`src/rtl/tod_alarm_pkg.sv`:
```
package tod_alarm_pkg;

  localparam int unsigned REG_AW = 4;
  localparam int unsigned REG_DW = 8;

  // register offsets; the clock block and software rely on these
  localparam logic [REG_AW-1:0] ADR_MIN_ALM = 4'h3;
  localparam logic [REG_AW-1:0] ADR_HR_ALM  = 4'h5;
  localparam logic [REG_AW-1:0] ADR_DAY_ALM = 4'h7;
  localparam logic [REG_AW-1:0] ADR_CTRL    = 4'hB;

  // control register bit positions
  localparam int unsigned CB_ROUTE = 6;
  localparam int unsigned CB_PULSE = 4;
  localparam int unsigned CB_TMASK = 2;
  localparam int unsigned CB_LOW   = 2;  // lowest stored control bit

  typedef enum logic [2:0] {
    RATE_EVERY_MIN,
    RATE_MIN_EQ,
    RATE_HR_MIN_EQ,
    RATE_DAY_HR_MIN_EQ,
    RATE_BAD
  } rate_e;

  function automatic rate_e decode_rate(input logic m_min, input logic m_hr,
                                        input logic m_day);
    rate_e r;
    unique case ({m_min, m_hr, m_day})
      3'b111:  r = RATE_EVERY_MIN;
      3'b011:  r = RATE_MIN_EQ;
      3'b001:  r = RATE_HR_MIN_EQ;
      3'b000:  r = RATE_DAY_HR_MIN_EQ;
      default: r = RATE_BAD;
    endcase
    return r;
  endfunction

endpackage

```
`src/rtl/tod_alarm_regs.sv`:
```
module tod_alarm_regs
  import tod_alarm_pkg::*;
(
  input  logic              clk,
  input  logic              rst_n,
  input  logic              bus_en,
  input  logic              bus_we,
  input  logic [REG_AW-1:0] bus_addr,
  input  logic [REG_DW-1:0] bus_wdata,
  input  logic              flag,
  output logic [6:0]        min_alm,
  output logic              min_msk,
  output logic [6:0]        hr_alm,
  output logic              hr_msk,
  output logic [2:0]        day_alm,
  output logic              day_msk,
  output logic              route_wdog,
  output logic              pulse_mode,
  output logic              tod_mask,
  output logic              alm_access,
  output logic [REG_DW-1:0] bus_rdata
);

  localparam int unsigned CTRL_W = REG_DW - CB_LOW;

  logic [REG_DW-1:0] min_q, min_d;
  logic [REG_DW-1:0] hr_q,  hr_d;
  logic [3:0]        day_q, day_d;
  logic [CTRL_W-1:0] ctl_q, ctl_d;
  logic              wr_en;

  assign wr_en = bus_en & bus_we;

  // next state
  always_comb begin
    min_d = min_q;
    hr_d  = hr_q;
    day_d = day_q;
    ctl_d = ctl_q;
    if (wr_en) begin
      unique case (bus_addr)
        ADR_MIN_ALM: min_d = bus_wdata;
        ADR_HR_ALM:  hr_d  = bus_wdata;
        ADR_DAY_ALM: day_d = {bus_wdata[REG_DW-1], bus_wdata[2:0]};
        ADR_CTRL:    ctl_d = bus_wdata[REG_DW-1:CB_LOW];
        default: ;
      endcase
    end
  end

  // state
  always_ff @(posedge clk or negedge rst_n) begin
    if (!rst_n) begin
      min_q <= '0;
      hr_q  <= '0;
      day_q <= '0;
      ctl_q <= '0;
    end else if (wr_en) begin
      min_q <= min_d;
      hr_q  <= hr_d;
      day_q <= day_d;
      ctl_q <= ctl_d;
    end
  end

  assign min_alm    = min_q[6:0];
  assign min_msk    = min_q[REG_DW-1];
  assign hr_alm     = hr_q[6:0];
  assign hr_msk     = hr_q[REG_DW-1];
  assign day_alm    = day_q[2:0];
  assign day_msk    = day_q[3];
  assign route_wdog = ctl_q[CB_ROUTE - CB_LOW];
  assign pulse_mode = ctl_q[CB_PULSE - CB_LOW];
  assign tod_mask   = ctl_q[CB_TMASK - CB_LOW];

  assign alm_access = bus_en & ((bus_addr == ADR_MIN_ALM) |
                                (bus_addr == ADR_HR_ALM)  |
                                (bus_addr == ADR_DAY_ALM));

  // readback, independent of bus_en
  always_comb begin
    unique case (bus_addr)
      ADR_MIN_ALM: bus_rdata = min_q;
      ADR_HR_ALM:  bus_rdata = hr_q;
      ADR_DAY_ALM: bus_rdata = {day_q[3], 4'b0000, day_q[2:0]};
      ADR_CTRL:    bus_rdata = {ctl_q, 1'b0, flag};
      default:     bus_rdata = '0;
    endcase
  end

endmodule

```
`src/rtl/tod_alarm_match.sv`:
```
module tod_alarm_match
  import tod_alarm_pkg::*;
(
  input  logic       tick_100hz,
  input  logic       hund_wrap,
  input  logic [6:0] cur_sec,
  input  logic [6:0] cur_min,
  input  logic [6:0] cur_hour,
  input  logic [2:0] cur_day,
  input  logic [6:0] min_alm,
  input  logic       min_msk,
  input  logic [6:0] hr_alm,
  input  logic       hr_msk,
  input  logic [2:0] day_alm,
  input  logic       day_msk,
  output logic       hit
);

  rate_e rate;
  logic  cmp_point;
  logic  min_eq, hr_eq, day_eq;
  logic  sel_ok;

  assign rate      = decode_rate(min_msk, hr_msk, day_msk);
  assign cmp_point = tick_100hz & hund_wrap & (cur_sec == 7'h00);
  assign min_eq    = (cur_min  == min_alm);
  assign hr_eq     = (cur_hour == hr_alm);
  assign day_eq    = (cur_day  == day_alm);

  always_comb begin
    unique case (rate)
      RATE_EVERY_MIN:     sel_ok = 1'b1;
      RATE_MIN_EQ:        sel_ok = min_eq;
      RATE_HR_MIN_EQ:     sel_ok = min_eq & hr_eq;
      RATE_DAY_HR_MIN_EQ: sel_ok = min_eq & hr_eq & day_eq;
      default:            sel_ok = 1'b0;
    endcase
  end

  assign hit = cmp_point & sel_ok;

endmodule

```
`src/rtl/tod_alarm_irq.sv`:
```
module tod_alarm_irq #(
  parameter int unsigned PULSE_CLKS = 6
) (
  input  logic                              clk,
  input  logic                              rst_n,
  input  logic                              hit,
  input  logic                              alm_access,
  input  logic                              pulse_mode,
  input  logic                              tod_mask,
  input  logic                              route_wdog,
  input  logic                              wdog_alarm,
  output logic                              flag,
  output logic [$clog2(PULSE_CLKS+1)-1:0]   pulse_cnt,
  output logic                              alarm_irq
);

  localparam int unsigned CNT_W = $clog2(PULSE_CLKS + 1);
  localparam logic [CNT_W-1:0] CNT_LOAD = CNT_W'(PULSE_CLKS);
  localparam logic [CNT_W-1:0] CNT_LAST = CNT_W'(1);

  logic             flag_q, flag_d;
  logic [CNT_W-1:0] cnt_q, cnt_d;
  logic             cnt_run;
  logic             tod_irq;

  assign cnt_run = (cnt_q != '0);

  // next state: a new alarm wins over a clearing access
  always_comb begin
    flag_d = flag_q;
    cnt_d  = cnt_q;
    if (hit) begin
      flag_d = 1'b1;
      cnt_d  = CNT_LOAD;
    end else if (alm_access) begin
      flag_d = 1'b0;
      cnt_d  = '0;
    end else if (cnt_run) begin
      cnt_d = cnt_q - CNT_LAST;
      if (pulse_mode && (cnt_q == CNT_LAST)) flag_d = 1'b0;
    end
  end

  always_ff @(posedge clk or negedge rst_n) begin
    if (!rst_n) begin
      flag_q <= 1'b0;
      cnt_q  <= '0;
    end else begin
      flag_q <= flag_d;
      cnt_q  <= cnt_d;
    end
  end

  assign tod_irq   = flag_q & ~tod_mask;
  assign alarm_irq = route_wdog ? wdog_alarm : tod_irq;
  assign flag      = flag_q;
  assign pulse_cnt = cnt_q;

endmodule

```
`src/rtl/tod_alarm_unit.sv`:
```
module tod_alarm_unit
  import tod_alarm_pkg::*;
#(
  parameter int unsigned PULSE_CLKS = 6
) (
  input  logic        clk,
  input  logic        rst_n,
  input  logic        tick_100hz,
  input  logic        hund_wrap,
  input  logic [6:0]  cur_sec,
  input  logic [6:0]  cur_min,
  input  logic [6:0]  cur_hour,
  input  logic [2:0]  cur_day,
  input  logic        wdog_alarm,
  input  logic        bus_en,
  input  logic        bus_we,
  input  logic [3:0]  bus_addr,
  input  logic [7:0]  bus_wdata,
  output logic [7:0]  bus_rdata,
  output logic        alarm_irq
);

  localparam int unsigned CNT_W = $clog2(PULSE_CLKS + 1);

  logic [6:0]       min_alm, hr_alm;
  logic [2:0]       day_alm;
  logic             min_msk, hr_msk, day_msk;
  logic             route_wdog, pulse_mode, tod_mask;
  logic             alm_access;
  logic             alarm_hit;
  logic             tod_flag;
  logic [CNT_W-1:0] pulse_cnt;

  tod_alarm_regs u_regs (
    .clk        (clk),
    .rst_n      (rst_n),
    .bus_en     (bus_en),
    .bus_we     (bus_we),
    .bus_addr   (bus_addr),
    .bus_wdata  (bus_wdata),
    .flag       (tod_flag),
    .min_alm    (min_alm),
    .min_msk    (min_msk),
    .hr_alm     (hr_alm),
    .hr_msk     (hr_msk),
    .day_alm    (day_alm),
    .day_msk    (day_msk),
    .route_wdog (route_wdog),
    .pulse_mode (pulse_mode),
    .tod_mask   (tod_mask),
    .alm_access (alm_access),
    .bus_rdata  (bus_rdata)
  );

  tod_alarm_match u_match (
    .tick_100hz (tick_100hz),
    .hund_wrap  (hund_wrap),
    .cur_sec    (cur_sec),
    .cur_min    (cur_min),
    .cur_hour   (cur_hour),
    .cur_day    (cur_day),
    .min_alm    (min_alm),
    .min_msk    (min_msk),
    .hr_alm     (hr_alm),
    .hr_msk     (hr_msk),
    .day_alm    (day_alm),
    .day_msk    (day_msk),
    .hit        (alarm_hit)
  );

  tod_alarm_irq #(.PULSE_CLKS(PULSE_CLKS)) u_irq (
    .clk        (clk),
    .rst_n      (rst_n),
    .hit        (alarm_hit),
    .alm_access (alm_access),
    .pulse_mode (pulse_mode),
    .tod_mask   (tod_mask),
    .route_wdog (route_wdog),
    .wdog_alarm (wdog_alarm),
    .flag       (tod_flag),
    .pulse_cnt  (pulse_cnt),
    .alarm_irq  (alarm_irq)
  );

endmodule

```
`config.mk`:
```
export PLATFORM = sky130hd
export DESIGN_NAME = tod_alarm_unit
export DESIGN_NICKNAME = d
export VERILOG_FILES = /design/src/rtl/tod_alarm_pkg.sv /design/src/rtl/tod_alarm_regs.sv /design/src/rtl/tod_alarm_match.sv /design/src/rtl/tod_alarm_irq.sv /design/src/rtl/tod_alarm_unit.sv
export SDC_FILE = /design/constraint.sdc
export NUM_CORES = 1
export LEC_CHECK = 0
export BUFFER_PORTS_ARGS = -buffer_cell sky130_fd_sc_hd__buf_2
export CAP_MARGIN = 25
export CORE_ASPECT_RATIO = 1.75
export CORE_MARGIN = 5
export CORE_UTILIZATION = 45
export CTS_CLUSTER_DIAMETER = 150
export DETAILED_ROUTE_END_ITERATION = 6
export GPL_TIMING_DRIVEN = 0
export PLACE_DENSITY = 0.72
export SYNTH_ARGS = -nofsm -noshare
export SYNTH_HDL_FRONTEND = slang
export SYNTH_SLANG_ARGS = --single-unit
```
`constraint.sdc`:
```
create_clock -name clk -period 4.4 [get_ports clk]
set_clock_uncertainty 0.05 [all_clocks]
set_input_delay 0.88 -clock clk [delete_from_list [all_inputs] [get_ports clk]]
set_output_delay 0.88 -clock clk [all_outputs]
set_load 0.005 [all_outputs]
```
==> summary.md, run 1 <==
| Metric | Value |
|---|---|
| Final Critical Period | `2.96 ns` |
| Antenna diodes | `0` |
| Post-synthesis sequential area ratio | `0.450` |
| Max Clock Freq | `338 MHz` |
| Detail Route Antenna Nets | `0` |
| Initial core utilization | `0.464` |
| Drt drc | `0` |
| Status | `complete, no violations` |
| # IOs | `52` |
| Fin nets | `245` |
| CP Max Fanout | `9` |
| Root buf cell | `clkbuf_8` |
| RSZ-0062 raised after global routing | `false` |
| Final Cycle Share | `0.673` |
| Antenna violations before repair | `0` |
| Worst skew pair latency | `0.28 ns` |
| Final hold violation count | `0` |
| Final setup vio count | `0` |
| Worst setup EP type | `output pin` |
| Top cells by area, synth | `dfrtp_1 45%, mux2_1 15%, xor2_1 7.4%, a222oi_1 4.8%, mux2_2 2.7%` |
| Ys flop type | `dfrtp_1` |
| Setup Buffers After CTS | `0` |
| Number of synthesized register bits | `30` |
| Drt pass-1 iters | `4` |
| Most numerous cell in the Yosys netlist | `dfrtp_1` |
| Final WL | `4.41 mm` |
| GPL Wtd Cong | `0.765` |
| Crit path cell chain | `buf_2 -> nand2_2 -> nor3_2 -> a222oi_1 -> inv_1 -> buf_2` |
| Total Power | `0.818 mW` |
| Cell count after placement | `238` |
| Startpoint Class | `primary input` |
| Hold crit path type | `register to register` |
| Core Box Area | `3590 um2` |
| Post-synth EDFFs | `0` |
| Cell family with the largest share of critical-path delay | `simple AND/OR/NAND/NOR gates` |
| Filler instances | `318` |
| Post-cts sizing count | `0` |
| Maximum capacitance violations | `0` |
| Largest net degree at the start of global routing | `31` |
| Ys Warns | `0` |
| Reg clk slew, reported paths | `0.06 ns` |
| Vias in the first global route | `1500` |
| Die ar. | `5070 um2` |
| DPL Wire Length | `3.39 mm` |
| Syn-to-layout area delta | `23.3%` |
| Remaining global-route overflow | `0` |
| Die Width | `56.0 um` |
| CTS tree | `built` |
| Cell row count | `29` |
| Cell Area, Synth | `1670 um2` |
| Clock sinks | `30` |
| Die Ht | `90.5 um` |
| Library cells used by synthesis | `32` |
| Final core occ | `0.572` |
| CTS Buf Count | `5` |
| Layout Cells excl Fill | `245` |
| CP max stage cell | `nor3_2` |
| Cells after synthesis | `141` |
| Critical path required time | `3.47 ns` |
| CTS Buffer Depth | `2` |
| H-tree levels | `2` |
| Slew HR | `0.527` |
| Post-synthesis area per instance | `11.8 um2` |
| Syn nets | `187` |
| Iteration-0 DRC Markers | `58` |
| Critical path buffers and inverters | `3` |
| Cell mode on critical path | `buf_2` |
| CP arrival | `2.03 ns` |
| Post-CTS Hold Buffers | `0` |
| WS Path Type | `primary input to output pin` |
| Via count | `1352` |
| Power density over cell area | `398 nW/um2` |
| P_leak | `1.07 nW` |
| GRT Util Overall | `0.188` |
| Synth top area share | `0.450` |
| Setup_tns | `0 ns` |
| Commonest cells in the netlist | `30 x dfrtp_1, 22 x mux2_1, 14 x xor2_1` |
| First-pass GRT wire length | `7.17 mm` |
| Slew @ Worst Pin | `0.706 ns` |
| Leading area contributor after synthesis | `dfrtp_1` |
| Post-synth ARST share | `1.00` |
| VDD IR max | `0.386 mV` |
| Drt via density | `5.52` |
| Slew Viols, Final | `0` |
| Routed WL per cell | `18.0 um` |
| PortBufs | `51` |
| Layout cell share with drive strength beyond 1 | `0.367` |
| Critical Path Max Stage Delay | `0.55 ns` |
layout make-up:
class,count,area (um2),share of cell area
multi-input cells,97,852,0.414
flip-flops and latches,30,751,0.365
repair buffers,51,255,0.124
plain buffers,5,30.0,0.0146
clock buffers,7,76.3,0.0371
well taps,46,57.6,0.0280
inverters,9,33.8,0.0164
placed cells by master, fill, tap and decap left out, types with 2 or more instances in the layout:
cell / n
a222oi_1: 8
and3_1: 4
buf_2: 54
buf_4: 2
clkbuf_1: 2
clkbuf_8: 5
dfrtp_1: 30
ha_1: 3
inv_1: 8
mux2_1: 22
mux2_2: 4
nand2_1: 11
nor3_2: 2
nor4_1: 4
o21ai_0: 3
o31ai_1: 3
xnor2_1: 4
xor2_1: 14
kinds of logic (layout without fill, tap and decap cells):
logic type      count (synthesis)  in the layout  synth area share
compound gates                 19             19            0.0983
xor+xnor                       18             18            0.0946
fa+ha+maj                       3              3            0.0225
buf+inv                        14             72            0.0383
flops                          30             30             0.450
mux                            26             26             0.176
simple gates                   31             31             0.120
stage by stage:
stage / setup WS, ns / hold WS (ns) / area (um2)
3_3_place_gp: 1.44 / 0.418 / 1980
6_report: 1.44 / 0.446 / 2060
2_1_floorplan: 1.91 / 0.409 / 1670
5_1_grt: 1.34 / 0.484 / 2060
4_1_cts: 1.44 / 0.444 / 2060
3_5_place_dp: 1.46 / 0.430 / 1980
path summary, 6_finish.rpt:
path	startpoint	end	slack [ns]	depth (start not counted)
setup / recovery	bus_addr[1]	bus_rdata[4]	1.44	6
hold / removal	u_regs.ctl_q[3]	u_regs.ctl_q[3]	0.45	1
setup reg to reg	u_regs.day_q[2]	u_irq.pulse_cnt[0]	2.63	4
hold reg to reg	u_regs.ctl_q[3]	u_regs.ctl_q[3]	0.45	1
max in group asynchronous	rst_n	u_regs.ctl_q[5]	3.28	1
min in group asynchronous	rst_n	u_regs.hr_q[4]	0.58	1
flip-flops by register name, indices dropped and copies added, names as in the netlist:
signal and count:
u_regs.hr_q 8, u_regs.min_q 8, u_regs.ctl_q 6, u_regs.day_q 4, u_irq.pulse_cnt 3, u_irq.flag 1
where the power goes:
group          internal [mW]  switching, mW
sequential             0.338         0.0522
combinational          0.116          0.109
clock                  0.108         0.0940
total                  0.563          0.255
worst register-to-register path, cell delays in order (launching register included):
cell	delay [ns]
dfrtp_1	0.40
xor2_1	0.17
nor4_1	0.49
o2111ai_2	0.23
o31a_1	0.32
metal layers:
layer | track usage | part of all wire
met2 | 0.338 | 0.56
met5 | 0 | 0
met4 | 0.103 | 0.023
met1 | 0.190 | 0.36
met3 | 0.0501 | 0.055
Note: power is estimated with default switching activity, not from simulation.
==> run 2: changes to the inputs <==
--- a/config.mk
+++ b/config.mk
@@ -13,7 +13,7 @@
 export CTS_CLUSTER_DIAMETER = 150
 export DETAILED_ROUTE_END_ITERATION = 6
 export GPL_TIMING_DRIVEN = 0
-export PLACE_DENSITY = 0.72
+export PLACE_DENSITY = 0.74
 export SYNTH_ARGS = -nofsm -noshare
 export SYNTH_HDL_FRONTEND = slang
 export SYNTH_SLANG_ARGS = --single-unit
==> constraint.sdc (replaced) <==
create_clock -name clk -period 2.7 [get_ports clk]
set_clock_uncertainty 0.05 [all_clocks]
set_input_delay 0.54 -clock clk [delete_from_list [all_inputs] [get_ports clk]]
set_output_delay 0.54 -clock clk [all_outputs]
set_load 0.005 [all_outputs]
==> summary.md, run 2 (synthesized netlist as in run 1, its figures left out) <==
| Metric | Value |
|---|---|
| Layout Cells excl Fill | `246 (+0.41%)` |
| Fin nets | `245 (unchanged)` |
| Post-cts sizing count | `0 (unchanged)` |
| Post-CTS Hold Buffers | `0 (unchanged)` |
| Final worst slack | `0.468 ns (-0.971 ns)` |
| CTS Buf Count | `5 (unchanged)` |
| Setup_tns | `0 ns (unchanged)` |
| CP Max Fanout | `9 (unchanged)` |
| Iteration-0 DRC Markers | `97 (+67%)` |
| Maximum capacitance violations | `0 (unchanged)` |
| Power density over cell area | `663 nW/um2 (+67%)` |
| Cell row count | `29 (unchanged)` |
| Slew HR | `0.555 (+0.0279)` |
| Max Clock Freq | `448 MHz` |
| DPL Wire Length | `3.34 mm (-1.5%)` |
| Clock sinks | `30 (unchanged)` |
| Final setup vio count | `0 (unchanged)` |
| RSZ-0062 raised after global routing | `false` |
| Layout cell share with drive strength beyond 1 | `0.375 (+0.00817)` |
| Largest net degree at the start of global routing | `31 (unchanged)` |
| H-tree levels | `2 (unchanged)` |
| # IOs | `52 (unchanged)` |
| WHS | `0.229 ns (-0.218 ns)` |
| Cell count after placement | `238 (unchanged)` |
| Most common cell after layout, fill and taps aside | `buf_2` |
| Drt pass-1 iters | `4 (unchanged)` |
| Reg clk slew, reported paths | `0.06 ns (about the same)` |
| Routed WL per cell | `17.6 um (-1.9%)` |
| Total Power | `1.37 mW (+68%)` |
| Top flop regs | `u_regs.hr_q x8, u_regs.min_q x8, u_regs.ctl_q x6` |
| Pre-CTS setup slack | `0.457 ns (-1.00 ns)` |
| Syn-to-layout area delta | `24.2%` |
| Status | `complete, no violations` |
| First-pass GRT wire length | `7.03 mm (-1.9%)` |
| Most frequent cells in the layout | `54 x buf_2, 30 x dfrtp_1, 22 x mux2_1` |
| Critical Path Max Stage Delay | `0.52 ns (-0.03 ns)` |
| CTS Buffer Depth | `2 (unchanged)` |
| Antenna diodes | `0 (unchanged)` |
| Critical path required time | `2.11 ns (-1.36 ns)` |
| Setup Buffers After CTS | `0 (unchanged)` |
| Final Critical Period | `2.23 ns` |
| CTS tree | `built` |
| Worst skew pair latency | `0.29 ns (about the same)` |
| VDD IR max | `0.531 mV (+37%)` |
| Slew Viols, Final | `0 (unchanged)` |
| P_leak | `1.08 nW (+0.93%)` |
| Multi-input logic area | `852 um2 (unchanged)` |
| Drt drc | `0 (unchanged)` |
| Final WL | `4.34 mm (-1.5%)` |
| Hold crit path type | `primary input to async pin` |
| Die Width | `56.0 um (unchanged)` |
| CP max stage cell | `nor3_2` |
| Final hold violation count | `0 (unchanged)` |
| Die Ht | `90.5 um (unchanged)` |
| Filler instances | `311 (-2.2%)` |
| Detail Route Antenna Nets | `0 (unchanged)` |
| Vias in the first global route | `1495 (-0.33%)` |
| PortBufs | `51 (unchanged)` |
| Initial core utilization | `0.464 (unchanged)` |
| WS Path Type | `primary input to output pin` |
| Register area | `751 um2 (unchanged)` |
| Via count | `1373 (+1.6%)` |
| Cell mode on critical path | `buf_2` |
| Final Cycle Share | `0.826` |
| GRT Util Overall | `0.181 (-0.00719)` |
| Die ar. | `5070 um2 (unchanged)` |
| Antenna violations before repair | `0 (unchanged)` |
| Worst setup EP type | `output pin` |
| Remaining global-route overflow | `0 (unchanged)` |
| GPL Wtd Cong | `0.827 (+8.0%)` |
| Crit path cell chain | `buf_2 -> nand2_2 -> nor3_2 -> a222oi_1 -> inv_1 -> buf_2` |
| Slew @ Worst Pin | `0.664 ns (-0.0416 ns)` |
| CP arrival | `1.64 ns (-0.39 ns)` |
| Core Box Area | `3590 um2 (unchanged)` |
| Root buf cell | `clkbuf_8` |
| Drt via density | `5.58 (+1.1%)` |
| Startpoint Class | `primary input` |
run 2: cell count changes in the layout (fill, tap and decap cells not counted):
cell and change:
clkbuf_1 -1, clkinv_2 +1, clkbuf_8 +1
run 2: path summary, 6_finish.rpt:
check	start	to	slack, ns	cells past startpoint
worst max-delay path	bus_addr[1]	bus_rdata[4]	0.47	6
worst min-delay path	rst_n	u_regs.ctl_q[2]	0.23	1
worst max register to register	u_regs.min_q[5]	u_irq.pulse_cnt[0]	1.05	4
worst min register to register	u_regs.ctl_q[1]	u_regs.ctl_q[1]	0.45	1
max in group asynchronous	rst_n	u_regs.ctl_q[5]	1.94	1
min in group clk	u_regs.ctl_q[1]	u_regs.ctl_q[1]	0.45	1
run 2: power by group:
part | internal (mW) | switching [mW] | leakage, nW | total (mW)
clock network | 0.205 | 0.164 | 0.0482 | 0.369
registers | 0.551 | 0.0884 | 0.383 | 0.640
logic | 0.189 | 0.175 | 0.650 | 0.364
run 2: final cells by class:
type | count | area share
buffer | 5 | 0.0145
inverter | 9 | 0.0163
tap | 46 | 0.0278
sequential | 30 | 0.363
clock buffer | 7 | 0.0417
timing repair buffer | 51 | 0.123
multi-input combinational | 97 | 0.411
clock inverter | 1 | 0.00242
run 2: worst max-delay path: cells and delay by family:
family	cells	cell delay, ns
and+or+nand+nor	2	0.61
buffers and inverters	3	0.30
AOI/OAI and AO/OA	1	0.19
run 2: per-stage QoR:
stage                     utilization  cell area (um2)
after floorplan                     -             1670
after global placement          0.551             1980
after detailed placement        0.551             1980
after CTS                       0.576             2070
after global routing            0.576             2070
final                           0.576             2070
run 2: layer usage:
metal	share of wire	global-route usage	routed length [um]
met1	0.35	0.192	1520
met2	0.56	0.313	2410
met3	0.068	0.0501	296
met4	0.026	0.101	112
met5	0	0	0
==> run 3: changes to the inputs <==
--- a/config.mk
+++ b/config.mk
@@ -13,7 +13,7 @@
 export CTS_CLUSTER_DIAMETER = 150
 export DETAILED_ROUTE_END_ITERATION = 6
 export GPL_TIMING_DRIVEN = 0
-export PLACE_DENSITY = 0.74
+export PLACE_DENSITY = 0.72
 export SYNTH_ARGS = -nofsm -noshare
 export SYNTH_HDL_FRONTEND = slang
 export SYNTH_SLANG_ARGS = --single-unit
==> constraint.sdc (replaced) <==
create_clock -name clk -period 2.15 [get_ports clk]
set_clock_uncertainty 0.05 [all_clocks]
set_input_delay 0.43 -clock clk [delete_from_list [all_inputs] [get_ports clk]]
set_output_delay 0.43 -clock clk [all_outputs]
set_load 0.005 [all_outputs]
==> summary.md, run 3 (synthesized netlist as in run 1, its figures left out) <==
| Metric | Value |
|---|---|
| Status | `complete, no violations` |
| Final WL | `4.40 mm (+1.3%)` |
| Drt pass-1 iters | `4 (unchanged)` |
| Final setup vio count | `0 (unchanged)` |
| Maximum capacitance violations | `0 (unchanged)` |
| Filler instances | `318 (+2.3%)` |
| WS Path Type | `primary input to output pin` |
| Antenna diodes | `0 (unchanged)` |
| Core Box Area | `3590 um2 (unchanged)` |
| P_int | `1.15 mW (+22%)` |
| P_leak | `1.07 nW (-0.68%)` |
| Max Clock Freq | `500 MHz` |
| Initial core utilization | `0.464 (unchanged)` |
| Clock sinks | `30 (unchanged)` |
| Most common cell after layout, fill and taps aside | `buf_2` |
| Final instance area | `2060 um2 (-0.42%)` |
| VDD IR max | `0.790 mV (+49%)` |
| Register area | `751 um2 (unchanged)` |
| Fin nets | `245 (unchanged)` |
| Most frequent cells in the layout | `54 x buf_2, 30 x dfrtp_1, 22 x mux2_1` |
| Setup Buffers After CTS | `0 (unchanged)` |
| Total Power | `1.68 mW (+22%)` |
| Area of placed instances | `1980 um2 (unchanged)` |
| FF-to-FF path depth | `4 (unchanged)` |
| Largest net degree at the start of global routing | `31 (unchanged)` |
| Clock share of power | `0.248 (-0.021)` |
| Slew Viols, Final | `0 (unchanged)` |
| Setup_tns | `0 ns (unchanged)` |
| Remaining global-route overflow | `0 (unchanged)` |
| Routed WL per cell | `17.9 um (+1.7%)` |
| Worst skew pair latency | `0.28 ns (about the same)` |
| RSZ-0062 raised after global routing | `false` |
| Final Critical Period | `2.00 ns` |
| Final hold violation count | `0 (unchanged)` |
| Power density over cell area | `813 nW/um2 (+23%)` |
| Die ar. | `5070 um2 (unchanged)` |
| Reg clk slew, reported paths | `0.06 ns (about the same)` |
| Detail Route Antenna Nets | `0 (unchanged)` |
| # IOs | `52 (unchanged)` |
| Die Ht | `90.5 um (unchanged)` |
| Final Cycle Share | `0.930` |
| Total net switching power | `0.523 mW (+22%)` |
| Slew HR | `0.552 (-0.00289)` |
| WHS | `0.131 ns (-0.0974 ns)` |
| Pre-CTS setup slack | `0.0168 ns (-0.440 ns)` |
| Hold crit path type | `primary input to async pin` |
| DPL Wire Length | `3.39 mm (+1.5%)` |
| Root buf cell | `clkbuf_8` |
| Drt drc | `0 (unchanged)` |
| GRT Util Overall | `0.188 (+0.00719)` |
| CTS Buffer Depth | `2 (unchanged)` |
| Switching fraction of total power | `0.312 (+0.000785)` |
| Cell row count | `29 (unchanged)` |
| Syn-to-layout area delta | `23.7%` |
| Die Width | `56.0 um (unchanged)` |
| Drt via density | `5.49 (-1.6%)` |
| Flop pwr share | `0.477 (+0.011)` |
| GPL Wtd Cong | `0.765 (-7.4%)` |
| First-pass GRT wire length | `7.17 mm (+2.0%)` |
| Final worst slack | `0.151 ns (-0.317 ns)` |
| Startpoint Class | `primary input` |
| Top flop regs | `u_regs.hr_q x8, u_regs.min_q x8, u_regs.ctl_q x6` |
| CP Max Fanout | `9 (unchanged)` |
| CTS tree | `built` |
| Slew @ Worst Pin | `0.672 ns (+0.00796 ns)` |
| PortBufs | `51 (unchanged)` |
| Antenna violations before repair | `0 (unchanged)` |
| Layout cell share with drive strength beyond 1 | `0.367 (-0.00817)` |
| Iteration-0 DRC Markers | `68 (-30%)` |
| CP arrival | `1.52 ns (-0.12 ns)` |
| Worst setup EP type | `output pin` |
| H-tree levels | `2 (unchanged)` |
| CTS Buf Count | `5 (unchanged)` |
| Critical path required time | `1.67 ns (-0.44 ns)` |
| Via count | `1345 (-2.0%)` |
| Comb pwr share | `0.276 (+0.011)` |
| Vias in the first global route | `1500 (+0.33%)` |
| Multi-input logic area | `858 um2 (+0.73%)` |
## run 3: changes by cell type in the layout (fill, tap and decap cells not counted), sizes merged
cell    delta
clkinv     -1
## run 3: worst paths after layout
check	start	end	slack, ns
worst max register to register	u_regs.day_q[2]	u_irq.pulse_cnt[0]	0.39
worst min register to register	u_regs.ctl_q[3]	u_regs.ctl_q[3]	0.45
worst min-delay path	rst_n	u_regs.hr_q[4]	0.13
max in group asynchronous	rst_n	u_regs.ctl_q[5]	1.48
min in group clk	bus_wdata[3]	u_regs.min_q[3]	0.34
worst max-delay path	bus_addr[2]	bus_rdata[0]	0.15
## run 3: through the flow
step	util	instances
after global routing	0.574	245
after global placement	0.551	238
after floorplan	-	141
final	0.574	245
after CTS	0.572	245
after detailed placement	0.551	238
## run 3: power groups by stage
stage               Sequential, mW  Combinational [mW]  Clock (mW)
finish                       0.799               0.462       0.415
global route                 0.816               0.522       0.464
CTS                          0.799               0.467       0.427
detailed placement           0.809               0.463           0
global placement             0.795               0.428           0
floorplan                    0.777               0.313           0
## run 3: layout make-up
cell class | count | share of cell area
Buffer | 5 | 0.0146
Clock buffer | 7 | 0.0370
Inverter | 9 | 0.0164
Multi-Input combinational cell | 97 | 0.416
Sequential cell | 30 | 0.364
Tap cell | 46 | 0.0279
Timing Repair Buffer | 51 | 0.124
## run 3: metal layers
layer  GRT usage  wire (um)  part of all wire  vias to the layer above
li1            -          -                 -                      634
met1       0.190       1510              0.34                      647
met2       0.338       2480              0.56                       56
met3      0.0501        305             0.069                        8
met4       0.103        101             0.023                        0
met5           0          0                 0                        -
## run 3: repair_timing
item | CTS | global route
resized for setup | 0 | 1
hold buffers | 0 | 0
setup endpoints to repair | 0 | 1
## run 3: worst max-delay path, cell delays in order
cell and delay [ns]:
buf_2 0.15, nor4bb_1 0.13, buf_2 0.19, a222oi_1 0.39, nand2_1 0.09, buf_2 0.14
